## src/rtl/ptmr_pkg.sv

```systemverilog
package ptmr_pkg;

  localparam int unsigned OFS_LOAD  = 32'h0;
  localparam int unsigned OFS_COUNT = 32'h4;
  localparam int unsigned OFS_CTRL  = 32'h8;
  localparam int unsigned OFS_STAT  = 32'hC;

  typedef enum logic [2:0] {
    SEL_NONE,
    SEL_LOAD,
    SEL_COUNT,
    SEL_CTRL,
    SEL_STAT
  } reg_sel_e;

  function automatic reg_sel_e sel_of(input logic [31:0] offs);
    case (offs)
      OFS_LOAD:  return SEL_LOAD;
      OFS_COUNT: return SEL_COUNT;
      OFS_CTRL:  return SEL_CTRL;
      OFS_STAT:  return SEL_STAT;
      default:   return SEL_NONE;
    endcase
  endfunction

endpackage

```

## src/rtl/ptmr_prescale.sv

```systemverilog
module ptmr_prescale #(
  parameter int PRE_W = 8
) (
  input  logic             clk,
  input  logic             rst_n,
  input  logic             run,
  input  logic             restart,
  input  logic [PRE_W-1:0] limit,
  output logic             tick
);
  logic [PRE_W-1:0] div_q;
  logic             wrap;

  assign wrap = (div_q >= limit);
  assign tick = run && !restart && wrap;

  always_ff @(posedge clk) begin
    if (!rst_n)                div_q <= '0;
    else if (restart || !run)  div_q <= '0;
    else if (wrap)             div_q <= '0;
    else                       div_q <= div_q + PRE_W'(1);
  end

  // no decrement pulse in the cycle that follows a restart
  a_r3_no_tick_after_restart: assert property (@(posedge clk) disable iff (!rst_n)
    restart && limit != '0 |=> !tick);

endmodule

```

## src/rtl/ptmr_counter.sv

```systemverilog
module ptmr_counter #(
  parameter int DATA_W = 32
) (
  input  logic              clk,
  input  logic              rst_n,
  input  logic              tick,
  input  logic              wr_load,
  input  logic              wr_count,
  input  logic [DATA_W-1:0] wdata,
  input  logic              fetch,
  input  logic              auto_mode,
  input  logic [DATA_W-1:0] reload_val,
  output logic [DATA_W-1:0] count,
  output logic              expire
);
  logic [DATA_W-1:0] count_q;
  logic              at_one;

  assign at_one = (count_q == DATA_W'(1));
  assign expire = tick && at_one;
  assign count  = count_q;

  always_ff @(posedge clk) begin
    if (!rst_n)                        count_q <= '0;
    else if (wr_load || wr_count)      count_q <= wdata;
    else if (fetch && count_q == '0)   count_q <= reload_val;
    else if (tick) begin
      if (at_one) count_q <= auto_mode ? reload_val : '0;
      else        count_q <= count_q - DATA_W'(1);
    end
  end

  // with no tick, write or fetch the count holds its value
  a_r9_hold_when_idle: assert property (@(posedge clk) disable iff (!rst_n)
    !(tick || wr_load || wr_count || fetch) |=> $stable(count_q));

  // one-shot expiry leaves the count at zero
  a_r4_oneshot_zero: assert property (@(posedge clk) disable iff (!rst_n)
    expire && !auto_mode && !wr_load && !wr_count |=> count_q == '0);

endmodule

```

## src/rtl/ptmr_irq_edge.sv

```systemverilog
module ptmr_irq_edge (
  input  logic clk,
  input  logic rst_n,
  input  logic level,
  output logic pulse
);
  logic level_d;

  always_ff @(posedge clk) begin
    if (!rst_n) level_d <= 1'b0;
    else        level_d <= level;
  end

  assign pulse = level && !level_d;

  // pulse lasts one cycle
  a_r11_single_cycle: assert property (@(posedge clk) disable iff (!rst_n)
    pulse |=> !pulse);

  // pulse only where the level was low one cycle earlier
  a_r11_rise_only: assert property (@(posedge clk) disable iff (!rst_n)
    pulse |-> !$past(level));

endmodule

```

## src/rtl/cpu_private_timer.sv

```systemverilog
module cpu_private_timer
  import ptmr_pkg::*;
#(
  parameter int DATA_W = 32,
  parameter int PRE_W  = 8,
  parameter int ADDR_W = 8
) (
  input  logic              clk,
  input  logic              rst_n,
  input  logic              bus_wr,
  input  logic [ADDR_W-1:0] bus_addr,
  input  logic [DATA_W-1:0] bus_wdata,
  output logic [DATA_W-1:0] bus_rdata,
  output logic              irq_pulse
);
  localparam int EN_BIT   = 0;
  localparam int AUTO_BIT = 1;
  localparam int PRE_LSB  = 8;
  localparam int PRE_MSB  = PRE_LSB + PRE_W - 1;

  reg_sel_e          sel;
  logic              wr_load, wr_count, wr_ctrl, wr_stat;
  logic [DATA_W-1:0] reload_q, ctrl_q;
  logic              status_q;
  logic              en_rise, fetch, restart, run;
  logic              tick, expire;
  logic [DATA_W-1:0] count;

  assign sel      = sel_of(32'(bus_addr));
  assign wr_load  = bus_wr && (sel == SEL_LOAD);
  assign wr_count = bus_wr && (sel == SEL_COUNT);
  assign wr_ctrl  = bus_wr && (sel == SEL_CTRL);
  assign wr_stat  = bus_wr && (sel == SEL_STAT);

  assign en_rise = wr_ctrl && !ctrl_q[EN_BIT] && bus_wdata[EN_BIT];
  assign fetch   = en_rise && bus_wdata[AUTO_BIT];
  assign restart = wr_load || wr_count || en_rise;
  assign run     = ctrl_q[EN_BIT] && (count != '0);

  always_ff @(posedge clk) begin
    if (!rst_n) begin
      reload_q <= '0;
      ctrl_q   <= '0;
      status_q <= 1'b0;
    end else begin
      if (wr_load) reload_q <= bus_wdata;
      if (wr_ctrl) ctrl_q   <= bus_wdata;
      if (expire)                        status_q <= 1'b1;
      else if (wr_stat && bus_wdata[0])  status_q <= 1'b0;
    end
  end

  ptmr_prescale #(.PRE_W(PRE_W)) u_pre (
    .clk     (clk),
    .rst_n   (rst_n),
    .run     (run),
    .restart (restart),
    .limit   (ctrl_q[PRE_MSB:PRE_LSB]),
    .tick    (tick)
  );

  ptmr_counter #(.DATA_W(DATA_W)) u_cnt (
    .clk        (clk),
    .rst_n      (rst_n),
    .tick       (tick),
    .wr_load    (wr_load),
    .wr_count   (wr_count),
    .wdata      (bus_wdata),
    .fetch      (fetch),
    .auto_mode  (ctrl_q[AUTO_BIT]),
    .reload_val (reload_q),
    .count      (count),
    .expire     (expire)
  );

  ptmr_irq_edge u_irq (
    .clk   (clk),
    .rst_n (rst_n),
    .level (status_q),
    .pulse (irq_pulse)
  );

  always_comb begin
    case (sel)
      SEL_LOAD:  bus_rdata = reload_q;
      SEL_COUNT: bus_rdata = (ctrl_q[EN_BIT] && count != '0) ? count : '0;
      SEL_CTRL:  bus_rdata = ctrl_q;
      SEL_STAT:  bus_rdata = DATA_W'(status_q);
      default:   bus_rdata = '0;
    endcase
  end

  // status falls only after a status write with bit 0 set
  a_r10_clear_needs_write: assert property (@(posedge clk) disable iff (!rst_n)
    $fell(status_q) |-> $past(wr_stat && bus_wdata[0]));

  // an interrupt pulse is seen only while status is set
  a_r11_pulse_with_status: assert property (@(posedge clk) disable iff (!rst_n)
    irq_pulse |-> status_q);

  // auto-reload expiry refills the count from the reload register
  a_r5_reload: assert property (@(posedge clk) disable iff (!rst_n)
    expire && ctrl_q[AUTO_BIT] && !wr_load && !wr_count |=> count == $past(reload_q));

endmodule

```

## config.mk

```make
export PLATFORM = sky130hd
export DESIGN_NAME = cpu_private_timer
export DESIGN_NICKNAME = d
export VERILOG_FILES = /design/src/rtl/ptmr_pkg.sv /design/src/rtl/ptmr_prescale.sv /design/src/rtl/ptmr_counter.sv /design/src/rtl/ptmr_irq_edge.sv /design/src/rtl/cpu_private_timer.sv
export SDC_FILE = /design/constraint.sdc
export NUM_CORES = 1
export LEC_CHECK = 0
export CAP_MARGIN = 5
export CORE_MARGIN = 10
export CORE_UTILIZATION = 55
export CTS_CLUSTER_DIAMETER = 30
export DETAILED_ROUTE_END_ITERATION = 6
export GPL_ROUTABILITY_DRIVEN = 0
export PLACE_DENSITY_LB_ADDON = 0.15
export SYNTH_ARGS = -nofsm -noshare
export SYNTH_HDL_FRONTEND = slang
export SYNTH_SLANG_ARGS = --single-unit
```

## constraint.sdc

```tcl
create_clock -name clk -period 3.4 [get_ports clk]
set_input_delay 0.34 -clock clk [delete_from_list [all_inputs] [get_ports clk]]
set_output_delay 0.34 -clock clk [all_outputs]
set_load 0.005 [all_outputs]
```

==> reports/metrics.cfg <==
[setup_path]
critPathLaunchType = register
r2r_start = u_cnt.count[17]
rrSetupSlack_ns = 0.48
r2r_cells = 9
max_stage_delay_ns = 0.55
cp_num_buf_inv = 3
required_ns = 3.06
criticalPathCategory = reg -> out
worstSetupEndpoint = bus_rdata[10]
reg2reg_to = u_cnt.count[27]
crit_path_end_kind = primary output
critPathArrivalTime_ns = 3.00
startpoint = u_cnt.count[17]
crit_slowest_cell = or4_4
path_cells = or4_4 > nand2b_4 > o31a_1 > and3_1 > buf_6 > a222oi_1 > inv_1 > clkdlybuf4s50_1
crit_family = simple AND/OR/NAND/NOR gates
cp.depth = 8
critPathMaxFanout = 17

[timing]
min_period_ns = 3.34
drv_slew = 0
grt_setup_unrepaired = true
relSlewSlack_pct = 46.3
tightest_slew_ns = 0.806
setup_tns_ns = 0
final-hold-violation-count = 0
fmax_mhz = 299
finalSetupViolCount = 0
period_share_pct = 98.2
fin_hold_ws_ns = 0.458
final.setup_skew_ns = 0.00905

[detailed_routing]
final_antenna_net_count = 0
drt_pass1_iterations = 7
vias = 6006
avgRoutedWirePerCell_um = 19.5
drc = 0
wirelength_um = 18600
routed_via_density = 6.30
drt_iter0_markers = 674

[placed_design]
dp_hpwl_um = 12500
dp.cells = 937
port_buffers = 75

[clock_tree]
clock_path_buffers = 2
htreeDepth = 3
tritoncts = yes
cts_num_sinks = 106
clkTransAtPathRegs_ns = 0.10
root_buffer = clkbuf_8
cts_buffers = 9
clock_latency_ns = 0.39

[global_routing]
grt_usage_pct = 24.2
antenna_found_initial = 0
grt-ovfl-total = 0
grt_max_degree = 46
grt_pass1_wl_um = 29800
first_global_vias = 5772

[synthesis]
yosys-top-cells-count = 211 x nand2_1, 106 x dfxtp_1, 66 x a21oi_1
ys_types = 61
yosysSeqAreaShare_pct = 36.3
yosysWarningCount = 0
syn_avg_cell_area_sq_um = 7.67
synth_ff_type = dfxtp_1
synth_top_cell_by_area = dfxtp_1
synthTopCellsByArea = dfxtp_1 36%, nand2_1 14%, a21oi_1 5.6%, nand4_1 3.4%, a22oi_1 3.3%
synth_most_common_cell = nand2_1
netlist_instances = 763
synth.ff_latch_count = 106
netlist.area_leader.share_pct = 36.3
synth_edf_count = 0
async_flop_share_pct = 0
synth_area_sq_um = 5850
syn_nets = 818

[finish]
num-fill-cells = 887
syn2layout_area_growth_pct = 18.9
utilization_pct = 67.4
fin_nets = 869
regArea_sq_um = 2120
multi_input_comb_area_sq_um = 3410
drive_gt1_share_pct = 8.44
fin_cells = 954
antennaDiodeCount = 0

[run]
cap_violations = 0

[die]
die_width_um = 123
core-area_sq_um = 10300
num_rows = 37
io-pin-count = 76
die_area_sq_um = 15200
start_util_pct = 56.7
die_h_um = 123

[pwr]
vdd_drop_max_v = 0.000195
leakage_uw = 0.00257
power_density_nw_per_um2 = 334
power_uw = 2330

[run_status]
status = finished, final reports clean

[min_path]
hp-start = ctrl_q[31]
hold_path_class = reg -> reg

==> worst min-delay path, cell delays in order, from the launching register on <==
cell and delay [ns]:
dfxtp_1 0.32, nand2_1 0.05, a21oi_1 0.05
==> kinds of logic after synthesis <==
family,count (synthesis),synth area share (%)
XOR/XNOR,32,4.79
adder cells (fa/ha/maj),12,2.57
multiplexers,1,0.171
buffers and inverters,80,6.14
AO/OA/AOI/OAI,195,22.9
flip-flops,106,36.3
AND/OR/NAND/NOR,337,27.2
==> sequential cells by signal, indices dropped and copies added (netlist names) <==
signal and count:
ctrl_q 32, reload_q 32, status_q 1, u_cnt.count 32, u_irq.level_d 1, u_pre.div_q 8
==> area by class of cell <==
type | count | share of cell area [%]
Sequential cell | 106 | 30.5
Multi-Input combinational cell | 577 | 49.0
Inverter | 16 | 0.863
Timing Repair Buffer | 104 | 14.2
Clock inverter | 5 | 1.15
Clock buffer | 10 | 1.83
Tap cell | 136 | 2.45
==> worst min-delay path by stage <==
stage | to | slack [ns] | cells after the start
final | ctrl_q[31] | 0.46 | 2
after global routing | ctrl_q[31] | 0.48 | 2
after CTS | ctrl_q[31] | 0.46 | 2
after detailed placement | ctrl_q[31] | 0.45 | 2
after global placement | ctrl_q[3] | 0.44 | 2
after floorplan | ctrl_q[16] | 0.43 | 2
==> power by group <==
| group | internal [uW] | switching [uW] |
|---|---|---|
| registers | 1240 | 4.24 |
| logic | 102 | 119 |
| clock network | 410 | 447 |
==> through the flow <==
stage          setup slack (ns)  instance area (sq um)
3_5_place_dp              0.223                   6700
5_1_grt                 -0.0629                   6960
4_1_cts                  0.0281                   6940
6_report                 0.0605                   6960
2_1_floorplan             0.882                   5850
3_3_place_gp              0.339                   6700
==> layout by cell type, fill, tap and decap left out, types with 4 or more instances in the layout <==
master,netlist,layout
xnor2_1,13,13
and2_1,4,4
or2_2,4,4
or4_1,4,4
a22oi_1,26,26
a21oi_1,66,66
nor2_1,22,22
o311ai_1,7,7
clkbuf_8,0,9
o211ai_1,7,7
nand2_1,211,211
a222oi_1,5,5
nand2b_1,4,4
a22o_1,18,18
a221oi_1,13,13
dfxtp_1,106,104
nor4_1,11,10
and3_1,4,4
ha_1,12,12
nand3_1,7,7
o31ai_1,12,12
clkdlybuf4s50_1,0,73
xor2_1,19,19
or3_1,5,5
inv_1,16,14
nor3_1,11,10
o21ai_0,17,17
buf_4,2,27
nand4_1,32,32
==> layer usage <==
layer	global-route usage, %	up-vias	routed length (um)
met1	30.7	2837	7710
met4	8.08	0	324
li1	-	2829	-
met2	40.3	313	8840
met5	0	-	0
met3	4.74	27	1740
==> what timing repair did <==
action                     in CTS  in global routing
gates resized for setup         4                  5
setup endpoints to repair       5                  5
pin swaps                       3                  6
hold buffers                    0                  0
setup buffers                   1                  1
Power figures use the tool's default switching activity.
